**config.mk**
```make
export PLATFORM = sky130hd
export DESIGN_NAME = sram_strobe_ctrl
export DESIGN_NICKNAME = d
export VERILOG_FILES = /design/src/rtl/sram_ctrl_pkg.sv /design/src/rtl/sram_phase_timer.sv /design/src/rtl/sram_req_latch.sv /design/src/rtl/sram_rd_capture.sv /design/src/rtl/sram_strobe_ctrl.sv
export SDC_FILE = /design/constraint.sdc
export NUM_CORES = 1
export LEC_CHECK = 0
export BUFFER_PORTS_ARGS = -buffer_cell sky130_fd_sc_hd__buf_2
export CAP_MARGIN = 40
export CORE_AREA = 2 2 88 90
export DETAILED_ROUTE_END_ITERATION = 6
export DIE_AREA = 0 0 90 92
export PLACE_DENSITY_LB_ADDON = 0.12
export SLEW_MARGIN = 20
export SYNTH_ARGS = -nofsm -noshare
export SYNTH_HDL_FRONTEND = slang
export SYNTH_SLANG_ARGS = --single-unit
```
**constraint.sdc**
```tcl
create_clock -name clk -period 4.1 [get_ports clk]
set_clock_uncertainty 0.2 [all_clocks]
set_input_delay 1.23 -clock clk [delete_from_list [all_inputs] [get_ports clk]]
set_output_delay 1.23 -clock clk [all_outputs]
set_load 0.01 [all_outputs]
```
**src/rtl/sram_ctrl_pkg.sv**
```systemverilog
package sram_ctrl_pkg;

    typedef enum logic [2:0] {
        ST_IDLE,
        ST_TURN,
        ST_WR_SETUP,
        ST_WR_PULSE,
        ST_WR_HOLD,
        ST_RD_ACCESS
    } ctrl_state_e;

    typedef struct packed {
        logic ce_n;
        logic ce2;
        logic we_n;
        logic oe_n;
        logic drive;
    } pin_ctrl_t;

    localparam pin_ctrl_t PINS_IDLE = '{ce_n: 1'b1, ce2: 1'b0, we_n: 1'b1, oe_n: 1'b1, drive: 1'b0};

    // whole clocks covering a nanosecond minimum, never fewer than one
    function automatic int unsigned clocks_for(input int unsigned ns, input int unsigned period);
        int unsigned r;
        r = (ns + period - 1) / period;
        if (r < 1) r = 1;
        return r;
    endfunction

    function automatic int unsigned umax(input int unsigned a, input int unsigned b);
        return (a > b) ? a : b;
    endfunction

endpackage

```
**src/rtl/sram_phase_timer.sv**
```systemverilog
module sram_phase_timer #(
    parameter int unsigned CNT_W = 4
) (
    input  logic             clk,
    input  logic             rst_n,
    input  logic             restart,
    input  logic [CNT_W-1:0] len,
    output logic             last
);
    logic [CNT_W-1:0] cnt_q;

    assign last = (cnt_q == len - CNT_W'(1));

    always_ff @(posedge clk or negedge rst_n) begin
        if (!rst_n) begin
            cnt_q <= '0;
        end else if (restart) begin
            cnt_q <= '0;
        end else if (!last) begin
            cnt_q <= cnt_q + CNT_W'(1);
        end
    end
endmodule

```
**src/rtl/sram_req_latch.sv**
```systemverilog
module sram_req_latch #(
    parameter int unsigned ADDR_W = 17,
    parameter int unsigned DATA_W = 16,
    parameter int unsigned LANES  = 2
) (
    input  logic              clk,
    input  logic              rst_n,
    input  logic              load,
    input  logic              write_i,
    input  logic [ADDR_W-1:0] addr_i,
    input  logic [DATA_W-1:0] wdata_i,
    input  logic [LANES-1:0]  mask_i,
    output logic              started_q,
    output logic              write_q,
    output logic [ADDR_W-1:0] addr_q,
    output logic [DATA_W-1:0] wdata_q,
    output logic [LANES-1:0]  mask_q
);
    always_ff @(posedge clk or negedge rst_n) begin
        if (!rst_n) begin
            started_q <= 1'b0;
            write_q   <= 1'b0;
            addr_q    <= '0;
            wdata_q   <= '0;
            mask_q    <= '0;
        end else if (load) begin
            started_q <= 1'b1;
            write_q   <= write_i;
            addr_q    <= addr_i;
            wdata_q   <= wdata_i;
            mask_q    <= mask_i;
        end
    end
endmodule

```
**src/rtl/sram_rd_capture.sv**
```systemverilog
module sram_rd_capture #(
    parameter int unsigned DATA_W = 16,
    parameter int unsigned LANES  = 2
) (
    input  logic              clk,
    input  logic              rst_n,
    input  logic              capture,
    input  logic [LANES-1:0]  mask,
    input  logic [DATA_W-1:0] dq_in,
    output logic              rsp_valid,
    output logic [DATA_W-1:0] rsp_rdata
);
    localparam int unsigned LANE_W = DATA_W / LANES;

    logic [DATA_W-1:0] masked;

    for (genvar l = 0; l < LANES; l++) begin : g_lane
        assign masked[l*LANE_W +: LANE_W] = mask[l] ? dq_in[l*LANE_W +: LANE_W] : '0;
    end

    always_ff @(posedge clk or negedge rst_n) begin
        if (!rst_n) begin
            rsp_valid <= 1'b0;
            rsp_rdata <= '0;
        end else begin
            rsp_valid <= capture;
            if (capture) rsp_rdata <= masked;
        end
    end
endmodule

```
**src/rtl/sram_strobe_ctrl.sv**
```systemverilog
module sram_strobe_ctrl
    import sram_ctrl_pkg::*;
#(
    parameter int unsigned CLK_PERIOD_NS = 8,
    parameter int unsigned ADDR_W        = 17,
    parameter int unsigned DATA_W        = 16,
    parameter int unsigned LANES         = 2,
    parameter int unsigned T_AS_NS       = 0,
    parameter int unsigned T_WP_NS       = 30,
    parameter int unsigned T_AW_NS       = 55,
    parameter int unsigned T_DW_NS       = 25,
    parameter int unsigned T_WR_NS       = 0,
    parameter int unsigned T_WC_NS       = 55,
    parameter int unsigned T_AA_NS       = 55,
    parameter int unsigned T_OE_NS       = 30,
    parameter int unsigned T_RC_NS       = 55,
    parameter int unsigned T_FLOAT_NS    = 25
) (
    input  logic              clk,
    input  logic              rst_n,
    input  logic              req_valid,
    output logic              req_ready,
    input  logic              req_write,
    input  logic [ADDR_W-1:0] req_addr,
    input  logic [DATA_W-1:0] req_wdata,
    input  logic [LANES-1:0]  req_mask,
    output logic              rsp_valid,
    output logic [DATA_W-1:0] rsp_rdata,
    output logic [ADDR_W-1:0] mem_addr,
    output logic              mem_ce_n,
    output logic              mem_ce2,
    output logic              mem_we_n,
    output logic              mem_oe_n,
    output logic [LANES-1:0]  mem_lane_n,
    output logic [DATA_W-1:0] mem_dq_out,
    output logic              mem_dq_oe,
    input  logic [DATA_W-1:0] mem_dq_in
);
    // phase lengths in clocks
    localparam int unsigned AW_CLKS    = clocks_for(T_AW_NS, CLK_PERIOD_NS);
    localparam int unsigned SETUP_CLKS = clocks_for(T_AS_NS, CLK_PERIOD_NS);
    localparam int unsigned AW_REST    = (AW_CLKS > SETUP_CLKS) ? AW_CLKS - SETUP_CLKS : 1;
    localparam int unsigned PULSE_CLKS = umax(umax(clocks_for(T_WP_NS, CLK_PERIOD_NS),
                                                   clocks_for(T_DW_NS, CLK_PERIOD_NS)), AW_REST);
    localparam int unsigned WC_CLKS    = clocks_for(T_WC_NS, CLK_PERIOD_NS);
    localparam int unsigned WC_REST    = (WC_CLKS > SETUP_CLKS + PULSE_CLKS) ?
                                         WC_CLKS - SETUP_CLKS - PULSE_CLKS : 1;
    localparam int unsigned HOLD_CLKS  = umax(clocks_for(T_WR_NS, CLK_PERIOD_NS), WC_REST);
    localparam int unsigned READ_CLKS  = umax(clocks_for(T_AA_NS, CLK_PERIOD_NS),
                                              umax(clocks_for(T_OE_NS, CLK_PERIOD_NS),
                                                   clocks_for(T_RC_NS, CLK_PERIOD_NS)));
    localparam int unsigned TURN_CLKS  = clocks_for(T_FLOAT_NS, CLK_PERIOD_NS);
    localparam int unsigned LONGEST    = umax(umax(SETUP_CLKS, PULSE_CLKS),
                                              umax(umax(HOLD_CLKS, READ_CLKS), TURN_CLKS));
    localparam int unsigned CNT_W      = $clog2(LONGEST + 1);

    ctrl_state_e       state_q;
    ctrl_state_e       state_d;
    logic              accept;
    logic              need_turn;
    logic              phase_last;
    logic [CNT_W-1:0]  phase_len;
    logic              started_q;
    logic              op_write_q;
    logic [ADDR_W-1:0] op_addr_q;
    logic [DATA_W-1:0] op_wdata_q;
    logic [LANES-1:0]  op_mask_q;
    logic [LANES-1:0]  mask_next;
    pin_ctrl_t         pins_d;
    pin_ctrl_t         pins_q;
    logic [LANES-1:0]  lanes_d;
    logic [LANES-1:0]  lanes_q;
    logic              capture;

    assign req_ready = (state_q == ST_IDLE);
    assign accept    = req_valid && req_ready;
    assign need_turn = started_q && (op_write_q != req_write);
    assign mask_next = accept ? req_mask : op_mask_q;
    assign capture   = (state_q == ST_RD_ACCESS) && phase_last;

    sram_req_latch #(
        .ADDR_W (ADDR_W),
        .DATA_W (DATA_W),
        .LANES  (LANES)
    ) u_latch (
        .clk       (clk),
        .rst_n     (rst_n),
        .load      (accept),
        .write_i   (req_write),
        .addr_i    (req_addr),
        .wdata_i   (req_wdata),
        .mask_i    (req_mask),
        .started_q (started_q),
        .write_q   (op_write_q),
        .addr_q    (op_addr_q),
        .wdata_q   (op_wdata_q),
        .mask_q    (op_mask_q)
    );

    sram_phase_timer #(
        .CNT_W (CNT_W)
    ) u_timer (
        .clk     (clk),
        .rst_n   (rst_n),
        .restart (state_d != state_q),
        .len     (phase_len),
        .last    (phase_last)
    );

    sram_rd_capture #(
        .DATA_W (DATA_W),
        .LANES  (LANES)
    ) u_capture (
        .clk       (clk),
        .rst_n     (rst_n),
        .capture   (capture),
        .mask      (op_mask_q),
        .dq_in     (mem_dq_in),
        .rsp_valid (rsp_valid),
        .rsp_rdata (rsp_rdata)
    );

    // phase length of the current state
    always_comb begin
        unique case (state_q)
            ST_TURN:      phase_len = CNT_W'(TURN_CLKS);
            ST_WR_SETUP:  phase_len = CNT_W'(SETUP_CLKS);
            ST_WR_PULSE:  phase_len = CNT_W'(PULSE_CLKS);
            ST_WR_HOLD:   phase_len = CNT_W'(HOLD_CLKS);
            ST_RD_ACCESS: phase_len = CNT_W'(READ_CLKS);
            default:      phase_len = CNT_W'(1);
        endcase
    end

    // next state
    always_comb begin
        state_d = state_q;
        unique case (state_q)
            ST_IDLE: begin
                if (accept) begin
                    if (need_turn)      state_d = ST_TURN;
                    else if (req_write) state_d = ST_WR_SETUP;
                    else                state_d = ST_RD_ACCESS;
                end
            end
            ST_TURN: begin
                if (phase_last) state_d = op_write_q ? ST_WR_SETUP : ST_RD_ACCESS;
            end
            ST_WR_SETUP: begin
                if (phase_last) state_d = ST_WR_PULSE;
            end
            ST_WR_PULSE: begin
                if (phase_last) state_d = ST_WR_HOLD;
            end
            ST_WR_HOLD: begin
                if (phase_last) state_d = ST_IDLE;
            end
            ST_RD_ACCESS: begin
                if (phase_last) state_d = ST_IDLE;
            end
            default: state_d = ST_IDLE;
        endcase
    end

    always_ff @(posedge clk or negedge rst_n) begin
        if (!rst_n) state_q <= ST_IDLE;
        else        state_q <= state_d;
    end

    // pin decode from the state being entered, registered so the pins never glitch
    always_comb begin
        pins_d  = PINS_IDLE;
        lanes_d = '1;
        unique case (state_d)
            ST_WR_SETUP: begin
                pins_d.ce_n = 1'b0;
                pins_d.ce2  = 1'b1;
                lanes_d     = ~mask_next;
            end
            ST_WR_PULSE: begin
                pins_d.ce_n  = 1'b0;
                pins_d.ce2   = 1'b1;
                pins_d.we_n  = 1'b0;
                pins_d.drive = 1'b1;
                lanes_d      = ~mask_next;
            end
            ST_WR_HOLD: begin
                pins_d.ce_n  = 1'b0;
                pins_d.ce2   = 1'b1;
                pins_d.drive = 1'b1;
                lanes_d      = ~mask_next;
            end
            ST_RD_ACCESS: begin
                pins_d.ce_n = 1'b0;
                pins_d.ce2  = 1'b1;
                pins_d.oe_n = 1'b0;
                lanes_d     = ~mask_next;
            end
            default: begin
                pins_d  = PINS_IDLE;
                lanes_d = '1;
            end
        endcase
    end

    always_ff @(posedge clk or negedge rst_n) begin
        if (!rst_n) begin
            pins_q  <= PINS_IDLE;
            lanes_q <= '1;
        end else begin
            pins_q  <= pins_d;
            lanes_q <= lanes_d;
        end
    end

    assign mem_ce_n   = pins_q.ce_n;
    assign mem_ce2    = pins_q.ce2;
    assign mem_we_n   = pins_q.we_n;
    assign mem_oe_n   = pins_q.oe_n;
    assign mem_dq_oe  = pins_q.drive;
    assign mem_lane_n = lanes_q;
    assign mem_addr   = op_addr_q;
    assign mem_dq_out = op_wdata_q;

endmodule

```
### Word level (Yosys, flattened, before mapping)

Cells that the tools add are included.

* register bits: 67
* output and inout bits: 58

* add/sub/neg operators: 2
* eq/ne operators: 13
* muxes and demuxes: 20
* bitwise operators: 1
* reduce and logical (&&, ||, !) cells: 7

Operators with widths (number)
* 3-bit 2-to-1 mux: 10
* 8-bit 2-to-1 mux: 2
* 3-bit case mux with 5 select lines: 1
* 3-bit by 2-bit == test with 1-bit output (second input constant): 4
* 3-bit == test (second input constant): 4
* 3-bit case mux with 3 select lines: 1
* 2-bit 2-to-1 mux: 3
* 2-bit OR reduction: 2
* 4-bit OR reduction: 1
* 3-bit by 1-bit adder with 3-bit output (second input constant): 1
* 3-bit by 1-bit == test with 1-bit output (second input constant): 1
* 3-bit == test: 1
* 1-bit logical AND: 3
* 3-bit logical NOT: 1
* 1-bit 2-to-1 mux: 3
* 3-bit inequality test: 1
* 3-bit by 1-bit subtractor with 3-bit output (second input constant): 1
* 2-bit by 1-bit inequality test with 1-bit output (second input constant): 1
* 2-bit NOT: 1
* 1-bit inequality test: 1

### Depth between registers and ports, before layout

Gate-level depths: netlist of run 1.

* depth in word-level cells: 9
* depth in mapped cells: 8
* gate-level depth less buffers: 6

### By module

A second synthesis of run 1 with hierarchy kept.

* cells, all modules: 229
* area total of the unflattened synthesis: 3035.4 µm²

By module, submodules not included
* sram_req_latch: instances 1, cells an instance 78, area an instance 1517.7 µm², sequential area each 925.9 µm²
* sram_rd_capture: instances 1, cells an instance 70, area an instance 673.1 µm², sequential area each 425.4 µm²
* sram_strobe_ctrl: instances 1, cells an instance 58, area an instance 600.6 µm², sequential area each 256.5 µm²
* sram_phase_timer: instances 1, cells an instance 23, area an instance 244.0 µm², sequential area each 75.1 µm²

### Least setup slack after synthesis of run 1

Ideal clock, no wire load.

* kind: in2reg
* start: input req_valid
* end: register u_timer.cnt_q[0]
* setup time: 0.072 ns
* arrival: 2.304 ns
* required time: 3.828 ns
* path slack: 1.524 ns
* cell stages on the path: 5
* buffers on the path: 0
* cells stage by stage: and2_2 > a32oi_1 > o311ai_0 > or4b_4 > nor2_1

* cells in the longest elaborated chain, start to end: 5
* elaborated cells between the ends (all ways): 6

Ends and longest elaborated chain
* start: declaration: RTL line sram_strobe_ctrl.sv:21 `input logic req_valid,`
* 1-bit logical AND (*): RTL line sram_strobe_ctrl.sv:76 `assign accept = req_valid && req_ready;`
* 3-bit 2-to-1 mux (*): RTL line sram_strobe_ctrl.sv:140 `if (accept) begin`
* 3-bit case mux with 5 select lines (*): RTL line sram_strobe_ctrl.sv:138 `unique case (state_q)`
* 3-bit inequality test (*): RTL line sram_strobe_ctrl.sv:105 `.restart (state_d != state_q),`
* 2-bit by 1-bit inequality test with 1-bit output (no source line) / 3-bit 2-to-1 mux (equally long branches)
* end signal: assignment: RTL line sram_phase_timer.sv:20 `cnt_q <= cnt_q + CNT_W'(1);`
* end: declaration: RTL line sram_phase_timer.sv:10 `logic [CNT_W-1:0] cnt_q;`

Every way passes the cells marked *; elsewhere a longest branch is shown, timed or not.
A chain may end at the register's enable or synchronous reset.

### Final worst setup path of run 1

* start: register state_q[2]
* end: output req_ready

* cells in the longest elaborated chain, start to end: 1

Ends and longest elaborated chain
* start: declaration: RTL line sram_strobe_ctrl.sv:57 `ctrl_state_e state_q;`
* start signal: assignment: RTL line sram_strobe_ctrl.sv:167 `else state_q <= state_d;`
* 3-bit logical NOT: RTL line sram_strobe_ctrl.sv:75 `assign req_ready = (state_q == ST_IDLE);`
* end: declaration: RTL line sram_strobe_ctrl.sv:22 `output logic req_ready,`

No other way between the ends.

==> results of run 1 <==
==> per-layer routing <==
| metal | part of all wire (%) | routed length [microns] |
|---|---|---|
| met4 | 0.75 | 46 |
| met3 | 6.9 | 425 |
| met2 | 46 | 2850 |
| met1 | 46 | 2830 |
| met5 | 0 | 0 |
==> cell usage in the layout (no fill, tap or decap), types with 2 or more instances in the layout <==
master / n
mux2_2: 37
bufinv_16: 2
clkbuf_8: 9
nor2_1: 5
a21oi_1: 4
nand3_1: 2
buf_2: 112
a211o_1: 2
nor3_1: 6
dfstp_2: 5
dfrtp_1: 62
or2_2: 2
buf_4: 2
nand2_1: 39
clkinv_2: 2
inv_1: 4
o21ai_0: 22
clkbuf_1: 2
==> logic make-up (layout without fill, tap and decap cells) <==
family                     Yosys count  count (layout)
and+or+nand+nor                     69              69
adders and majority gates            1               1
DFF                                 67              67
AOI/OAI and AO/OA                   38              38
xor gates and xnor gates             2               2
muxes                               37              37
buffers and inverters               19             136
==> power breakdown <==
part | switching (W) | internal, W
combinational | 0.000470 | 0.000511
clock | 0.000237 | 0.000341
sequential | 0.000191 | 0.000922
==> area by class of cell <==
cell class,count,area [sq um],share of cell area (%)
inverters,4,15.0,0.406
clock inverters,5,77.6,2.10
flip-flops and latches,67,1680,45.5
clock buffers,11,131,3.55
multi-input cells,147,1050,28.5
well taps,102,128,3.45
repair buffers,116,611,16.5
==> per-stage QoR <==
step / setup slack (ps) / util (%) / hold WS (ps)
after floorplan: 1520 / - / 264
final: 1390 / 49.7 / 278
after detailed placement: 1200 / 46.9 / 267
after CTS: 1360 / 49.7 / 283
after global routing: 1250 / 49.7 / 318
after global placement: 924 / 46.4 / 259
==> registers in the layout, summed over array words and instances, names as in the netlist, 2 cells and up <==
register	cells
u_latch.mask_q	2
u_capture.rsp_rdata	16
mem_lane_n	2
u_latch.wdata_q	16
state_q	3
u_timer.cnt_q	3
u_latch.addr_q	17
==> path summary, 6_finish.rpt <==
path,cells past startpoint,endpoint,start,slack (ps)
setup reg to reg,6,u_timer.cnt_q[1],state_q[2],1580
hold reg to reg,2,u_capture.rsp_rdata[9],u_capture.rsp_rdata[9],280
hold / removal,2,u_capture.rsp_rdata[9],u_capture.rsp_rdata[9],280
max in group asynchronous,2,mem_ce_n,rst_n,2340
min in group asynchronous,1,u_capture.rsp_rdata[4],rst_n,640
setup / recovery,2,req_ready,state_q[2],1390
==> worst reg2reg max path, delay by kind of cell (launching register included) <==
family | cells | cell delay, ps
AO/OA/AOI/OAI | 3 | 650
flip-flops | 1 | 660
AND/OR/NAND/NOR | 3 | 940
==> metrics.md, run 1 <==
| Metric | Value |
|---|---|
| Synth Net Count | `289` |
| First-pass GRT wire length | `slightly above 10000 microns` |
| Adder-cell area share of the yosys netlist | `less than 1%` |
| CP Capture Type | `output port` |
| WL per Instance | `13.6 microns` |
| Status | `finished, final reports clean` |
| DRT antenna net count | `0` |
| Crit path max fanout | `18` |
| Total CTS buffers | `9` |
| Compound-gate portion of the synthesized area | `8.88%` |
| Die area | `between 0.008 and 0.009 sq mm` |
| Syn Inst Count | `roughly 230` |
| Startpoint Class | `flop` |
| Syn. warnings | `0` |
| MaxCap Viol Count | `0` |
| Hpwl dp | `roughly 4500 microns` |
| DRT Wirelength | `roughly 6200 microns` |
| Final-report hold violation count | `0` |
| Top cell type's share of synthesized area | `54.2%` |
| CTS tree | `built` |
| Gr busiest metal | `met2` |
| Met1 Track Usage GR | `around a fifth` |
| Placed instance area | `0.00349 sq mm` |
| Setup CP Type | `flop to output port` |
| Min-Delay Path Class | `flop to flop` |
| Global-route track usage on met3 | `4.27%` |
| Buffers on Ports | `112` |
| WP buf/inv | `1` |
| Leak | `between 1.5 and 2 nW` |
| Combinational family with the most area after synthesis | `multiplexers` |
| Worst Max-Slew Pin Slew | `between 400 and 500 ps` |
| Max Freq | `0.368 GHz` |
| Drt pass-1 iters | `4` |
| Synth cell types | `46` |
| Clock Latency Late Sink | `approximately 320 ps` |
| Final Setup Violations | `0` |
| Final Non-Filler Cells | `452` |
| Delay of the slowest critical-path stage | `560 ps` |
| EDFF count, synth | `0` |
| Synth area leaders | `dfrtp_1 54%, mux2_2 15%, nand2_1 5.1%` |
| Max Root-Sink Buffers | `2` |
| Slew Viols, Final | `0` |
| Clk slew on worst S/H paths | `70 ps` |
| Sequential cell area fraction in the yosys report | `58.8%` |
| Largest net degree at the start of global routing | `31` |
| Post-CTS setup buffer count | `0` |
| Syn avg cell area | `12.3 sq um` |
| Crit-path slowest cell | `dfrtp_1` |
| Routed vias/inst | `approximately 4.7` |
| XOR/XNOR Fraction of Synth Area | `0.612%` |
| Synthesized area | `0.00286 sq mm` |
| Top delay family on crit path | `flip-flops` |
| Post-synth top area cell | `dfrtp_1` |
| Worst EP arrival | `1280 ps` |
| Design area | `around 0.0037 sq mm` |
| Ys flop type | `dfrtp_1` |
| Setup tns final | `0 ps` |
| DIE WIDTH | `90 microns` |
| Post-synth top cells | `62 x dfrtp_1, 39 x nand2_1, 37 x mux2_2` |
| N_diodes | `0` |
| Vias in the first global route | `2062` |
| Total GRT Usage | `15.3%` |
| FFs w/ async S/R, synth | `100%` |
| Final-layout fill cell count | `728` |
| Post-CTS Resized | `0` |
| Starting density of the core | `38.4%` |
| Initial antenna violation count | `0` |
| Crit-path cells | `nor3_1, buf_2` |
| Core area | `roughly 0.0074 sq mm` |
| Io pins | `113` |
| Layout cell share with drive strength beyond 1 | `52.9%` |
| FF+latch count, synth | `67` |
| CTS HTree Levels | `3` |
| Area Growth Syn to Fin | `29.4%` |
| Die Height | `92 microns` |
| Final min period | `2710 ps` |
| Clk sinks | `67` |
| Gpl congestion | `0.878` |
| CP required | `between 2000 and 3000 ps` |
| Synth Area in Simple Gates | `12.4%` |
| Power consumption | `0.00267 W` |
| Hold buffers post-CTS | `0` |
| Total grt overflow | `0` |
| Nets | `around 400` |
| CTS root buf | `clkbuf_8` |
| Most frequent cell after synthesis | `dfrtp_1` |
| Mux contribution to synthesized area | `14.6%` |
| Max IR drop VDD | `0.000382 V` |
| Met2 Resource Use GR | `24.1%` |
| Vias | `2133` |
| # rows | `32` |
| Final Cycle Share | `about two thirds` |
| Drt drc | `0` |
| Unrepaired setup endpoints after global routing | `no` |
| Slew Limit Headroom | `66.8%` |
| Cell Pwr Density | `between 700 and 800 mW/mm^2` |
| Inst Count DP | `about 440` |
| Initial DRC Count | `121` |
(Power assumes the default switching activity.)
==> run 2: changes to the inputs <==
==> constraint.sdc (replaced) <==
create_clock -name clk -period 2.6 [get_ports clk]
set_clock_uncertainty 0.2 [all_clocks]
set_input_delay 0.78 -clock clk [delete_from_list [all_inputs] [get_ports clk]]
set_output_delay 0.78 -clock clk [all_outputs]
set_load 0.01 [all_outputs]
==> run 2 against run 1 <==
Compared with the run above:
- final area fell by 1.3%
- worst setup slack got worse by 1200 ps
- first-iteration DRC count fell by 19%
- worst hold slack got worse by 24 ps
- cell count rose by 0.22%
==> metrics.md, run 2 (same netlist as run 1, synthesis figures left out) <==
| Metric | Value |
|---|---|
| Status | `finished, final reports clean` |
| Max IR drop VDD | `0.000452 V` |
| Setup tns final | `0 ps` |
| Largest net degree at the start of global routing | `68` |
| Cell Pwr Density | `1100 mW/mm^2` |
| Crit-path cells | `and4bb_2, a211o_1, a21oi_4, o41ai_2, or4b_4, nor2_1` |
| MaxCap Viol Count | `0` |
| Max reg flops | `17` |
| Internal power | `0.00260 W` |
| Delay of the slowest critical-path stage | `590 ps` |
| Hold WS | `~250 ps` |
| Final-report hold violation count | `0` |
| Layout cell share with drive strength beyond 1 | `53.0%` |
| Max Freq | `0.411 GHz` |
| Largest regs | `u_latch.addr_q x17, u_capture.rsp_rdata x16, u_latch.wdata_q x16` |
| Post-CTS setup buffer count | `0` |
| Net Sw Power | `0.00143 W` |
| Crit-path slowest cell | `dfrtp_1` |
| Clock power frac | `approximately 18%` |
| Vias | `2108` |
| Nets | `roughly 400` |
| # rows | `32` |
| Final Setup Violations | `0` |
| First-pass GRT wire length | `~10000 microns` |
| Reg area | `0.00168 sq mm` |
| N_diodes | `0` |
| Total CTS buffers | `9` |
| Final Cycle Share | `93.5%` |
| Initial DRC Count | `98` |
| Setup crit start | `u_timer.cnt_q[0]` |
| Clk slew on worst S/H paths | `roughly 70 ps` |
| Total grt overflow | `0` |
| DIE WIDTH | `90 microns` |
| Slew Limit Headroom | `70.8%` |
| Vias in the first global route | `2178` |
| DRT antenna net count | `0` |
| Switching Share | `35.4%` |
| FF-to-FF setup slack | `170 ps` |
| Worst Slack Setup Final | `169 ps` |
| Worst Reg-to-Reg Cells | `6` |
| Commonest non-fill, non-tap cell in the layout | `buf_2` |
| Starting density of the core | `approximately two fifths` |
| Routed vias/inst | `4.65` |
| Initial antenna violation count | `0` |
| Worst Max-Slew Pin Slew | `~440 ps` |
| Total GRT Usage | `roughly 15%` |
| Startpoint Class | `flop` |
| CP Capture Type | `flop` |
| CTS HTree Levels | `3` |
| Hold buffers post-CTS | `0` |
| WL per Instance | `~13 microns` |
| Max Root-Sink Buffers | `2` |
| Combinational power share | `between 30% and 40%` |
| DRT Wirelength | `6030 microns` |
| Area Growth Syn to Fin | `27.7%` |
| Setup CP Type | `flop to flop` |
| R2R Path End | `u_timer.cnt_q[0]` |
| CTS tree | `built` |
| Clk sinks | `between 60 and 70` |
| Io pins | `around 110` |
| Final-layout fill cell count | `732` |
| Drt drc | `0` |
| Gpl congestion | `0.825` |
| Final Non-Filler Cells | `~450` |
| Buffers on Ports | `~110` |
| Slew Viols, Final | `0` |
| WP buf/inv | `0` |
| Final core occ | `between 40% and 50%` |
| Multi-input gate area | `0.00105 sq mm` |
| Worst EP arrival | `2490 ps` |
| Reg2Reg Launch Point | `u_timer.cnt_q[0]` |
| Unrepaired setup endpoints after global routing | `no` |
| Crit path max fanout | `14` |
| Min-Delay Path Class | `input pin to asynchronous set/reset pin` |
| CP endpoint | `u_timer.cnt_q[0]` |
| Drt pass-1 iters | `4` |
| Inst Count DP | `437` |
| Dpl ws | `183 ps` |
| CP required | `between 2000 and 3000 ps` |
| CTS root buf | `clkbuf_8` |
| Core area | `~0.0074 sq mm` |
| Leak | `between 1.5 and 2 nW` |
| Hpwl dp | `approximately 4200 microns` |
| Clock Latency Late Sink | `320 ps` |
| Worst path depth | `6` |
| Die Height | `92 microns` |
| Die area | `0.00828 sq mm` |
| Final min period | `about 2400 ps` |
| Top delay family on crit path | `simple AND/OR/NAND/NOR gates` |
| Most frequent cells in the layout | `112 x buf_2, 62 x dfrtp_1, 39 x nand2_1` |
| Post-CTS Resized | `0` |
| Largest reg by FF count | `u_latch.addr_q` |
| Flop pwr share | `43.1%` |
==> run 2: cell count changes in the layout (fill, tap and decap cells not counted), sizes merged <==
cell / before / now
bufinv: 2 / 0
buf: 116 / 117
clkinv: 2 / 3
clkinvlp: 1 / 2
==> run 2: through the flow <==
stage               instance area, sq um  total power (W)
floorplan                           2860          0.00280
global placement                    3490          0.00333
detailed placement                  3490          0.00335
CTS                                 3650          0.00409
global route                        3650          0.00432
finish                              3650          0.00403
==> run 2: per-layer routing <==
metal	part of all wire [%]	routed length [microns]	global-route usage (%)	vias up
met1	46	2790	19.1	989
met5	0	0	0	-
met4	1.0	63	6.67	0
met3	7.7	467	5.01	6
li1	-	-	-	1037
met2	45	2720	23.9	76
==> run 2: final cells by class <==
class	count	share of cell area, %
Clock inverter	5	0.822
Multi-Input combinational cell	147	28.9
Timing Repair Buffer	117	16.7
Inverter	4	0.411
Sequential cell	67	46.1
Tap cell	102	3.49
Clock buffer	11	3.60
==> run 2: worst min-delay path by stage <==
stage	start	end	slack, ps
6_report	rst_n	u_capture.rsp_rdata[0]	250
2_1_floorplan	u_latch.started_q	u_latch.started_q	260
3_5_place_dp	u_capture.rsp_rdata[12]	u_capture.rsp_rdata[12]	270
3_3_place_gp	u_capture.rsp_rdata[12]	u_capture.rsp_rdata[12]	260
4_1_cts	rst_n	u_capture.rsp_rdata[15]	270
5_1_grt	rst_n	u_capture.rsp_rdata[15]	280
==> run 2: power groups by stage <==
stage	clock (W)	combinational [W]	sequential [W]
floorplan	0	0.000980	0.00182
global placement	0	0.00158	0.00174
detailed placement	0	0.00159	0.00176
CTS	0.000756	0.00160	0.00174
global route	0.000789	0.00173	0.00181
finish	0.000725	0.00157	0.00174
==> run 3: changes to the inputs <==
==> constraint.sdc (replaced) <==
create_clock -name clk -period 2.8 [get_ports clk]
set_clock_uncertainty 0.2 [all_clocks]
set_input_delay 0.84 -clock clk [delete_from_list [all_inputs] [get_ports clk]]
set_output_delay 0.84 -clock clk [all_outputs]
set_load 0.01 [all_outputs]
==> run 3 against run 2 <==
Compared with the run above:
- final area rose by 1.8%
- combinational power down 4%
- worst hold slack better by 26 ps
- critical path type unchanged
- largest cell class unchanged
==> metrics.md, run 3 (same netlist as run 1, synthesis figures left out) <==
| Metric | Value |
|---|---|
| Commonest non-fill, non-tap cell in the layout | `buf_2` |
| Vias | `2159` |
| CTS tree | `built` |
| DRT antenna net count | `0` |
| Post-CTS Resized | `0` |
| CTS HTree Levels | `3` |
| Min-Delay Path Class | `flop to flop` |
| Final-report hold violation count | `0` |
| Die Height | `92 microns` |
| CP required | `roughly 2900 ps` |
| Io pins | `approximately 110` |
| Clk sinks | `67` |
| Total grt overflow | `0` |
| Final min period | `2450 ps` |
| CTS root buf | `clkbuf_8` |
| Crit-path slowest cell | `dfrtp_1` |
| Design area | `0.00372 sq mm` |
| Max Freq | `0.409 GHz` |
| Core area | `0.00745 sq mm` |
| Total CTS buffers | `9` |
| Setup tns final | `0 ps` |
| Largest reg by FF count | `u_latch.addr_q` |
| Hpwl dp | `4340 microns` |
| Cell Pwr Density | `1060 mW/mm^2` |
| Routed vias/inst | `4.75` |
| Final Setup Violations | `0` |
| Clock Latency Late Sink | `330 ps` |
| Max reg flops | `17` |
| Leak | `1.82 nW` |
| DRT Wirelength | `6100 microns` |
| Hold buffers post-CTS | `0` |
| Startpoint Class | `flop` |
| Slew Limit Headroom | `72.3%` |
| # rows | `32` |
| Unrepaired setup endpoints after global routing | `no` |
| Most frequent cells in the layout | `112 x buf_2, 62 x dfrtp_1, 39 x nand2_1` |
| CP Capture Type | `flop` |
| Worst EP arrival | `2500 ps` |
| Placed instance area | `about 0.0035 sq mm` |
| Inst Count DP | `439` |
| Starting density of the core | `about 38%` |
| Status | `finished, final reports clean` |
| Final Cycle Share | `about 87%` |
| Vias in the first global route | `2049` |
| MaxCap Viol Count | `0` |
| Max IR drop VDD | `0.000505 V` |
| Final core occ | `49.9%` |
| Drt drc | `0` |
| Post-CTS setup buffer count | `0` |
| Hold WS | `between 200 and 300 ps` |
| Largest regs | `u_latch.addr_q x17, u_capture.rsp_rdata x16, u_latch.wdata_q x16` |
| Crit path max fanout | `14` |
| Setup CP Type | `flop to flop` |
| Final Non-Filler Cells | `455` |
| Initial antenna violation count | `0` |
| WL per Instance | `13.4 microns` |
| Largest net degree at the start of global routing | `68` |
| Initial DRC Count | `between 100 and 150` |
| N_diodes | `0` |
| First-pass GRT wire length | `between 10000 and 15000 microns` |
| Area Growth Syn to Fin | `30.0%` |
| Delay of the slowest critical-path stage | `approximately 590 ps` |
| Total GRT Usage | `15.2%` |
| Layout cell share with drive strength beyond 1 | `53.0%` |
| Nets | `404` |
| Die area | `0.00828 sq mm` |
| Worst Max-Slew Pin Slew | `~420 ps` |
| Slew Viols, Final | `0` |
| DIE WIDTH | `90 microns` |
| Buffers on Ports | `112` |
| Clk slew on worst S/H paths | `70 ps` |
| Gpl congestion | `around 0.9` |
| Drt pass-1 iters | `4` |
| Crit-path cells | `and4bb_2, a211o_1, a21oi_4, o41ai_2, or4b_4, nor2_1` |
| Max Root-Sink Buffers | `2` |
-- run 3: cell count changes in the layout (fill, tap and decap cells not counted) --
| cell | delta |
|---|---|
| clkbuf_1 | +1 |
| clkinvlp_4 | -1 |
| bufinv_16 | +2 |
| clkinv_2 | -3 |
| clkinv_4 | +1 |
| buf_4 | +2 |
-- run 3: worst paths after layout --
check                                       startpoint                endpoint  slack (ps)  depth (start not counted)
worst max-delay path                  u_timer.cnt_q[0]        u_timer.cnt_q[1]         350                          6
worst min-delay path            u_capture.rsp_rdata[4]  u_capture.rsp_rdata[4]         280                          2
worst max register to register        u_timer.cnt_q[0]        u_timer.cnt_q[1]         350                          6
worst min register to register  u_capture.rsp_rdata[4]  u_capture.rsp_rdata[4]         280                          2
max in group asynchronous                        rst_n                mem_ce_n        1760                          2
min in group asynchronous                        rst_n              state_q[2]         320                          2
-- run 3: per-layer routing --
| layer | vias to the layer above | global-route usage, % | wire length [microns] |
|---|---|---|---|
| met5 | - | 0 | 0 |
| met4 | 0 | 7.56 | 121 |
| met3 | 10 | 4.27 | 426 |
| met2 | 88 | 22.7 | 2730 |
| met1 | 1018 | 20.2 | 2830 |
| li1 | 1043 | - | - |
-- run 3: stage by stage --
stage                     power (W)  worst slack (ps)
after CTS                   0.00400               345
after global placement      0.00311               419
after detailed placement    0.00313               372
after floorplan             0.00260               612
after global routing        0.00423               227
final                       0.00395               353
-- run 3: cell type report --
type / instances / area (sq um)
inverter: 4 / 15.0
sequential: 67 / 1680
timing repair buffer: 119 / 626
clock inverter: 4 / 76.3
tap: 102 / 128
fill: 710 / 3730
clock buffer: 12 / 135
multi-input combinational: 147 / 1050
-- run 3: worst max-delay path, delay by kind of cell (launching register included) --
kind / cells / cell delay (ps)
simple gates: 3 / 960
compound gates: 3 / 620
flops: 1 / 590
-- run 3: power breakdown --
group / total [W] / switching (W) / leakage (nW) / internal [W]
clock network: 0.000850 / 0.000346 / 0.101 / 0.000504
logic: 0.00150 / 0.000740 / 0.894 / 0.000763
registers: 0.00160 / 0.000246 / 0.826 / 0.00135
total: 0.00395 / 0.00133 / 1.82 / 0.00262
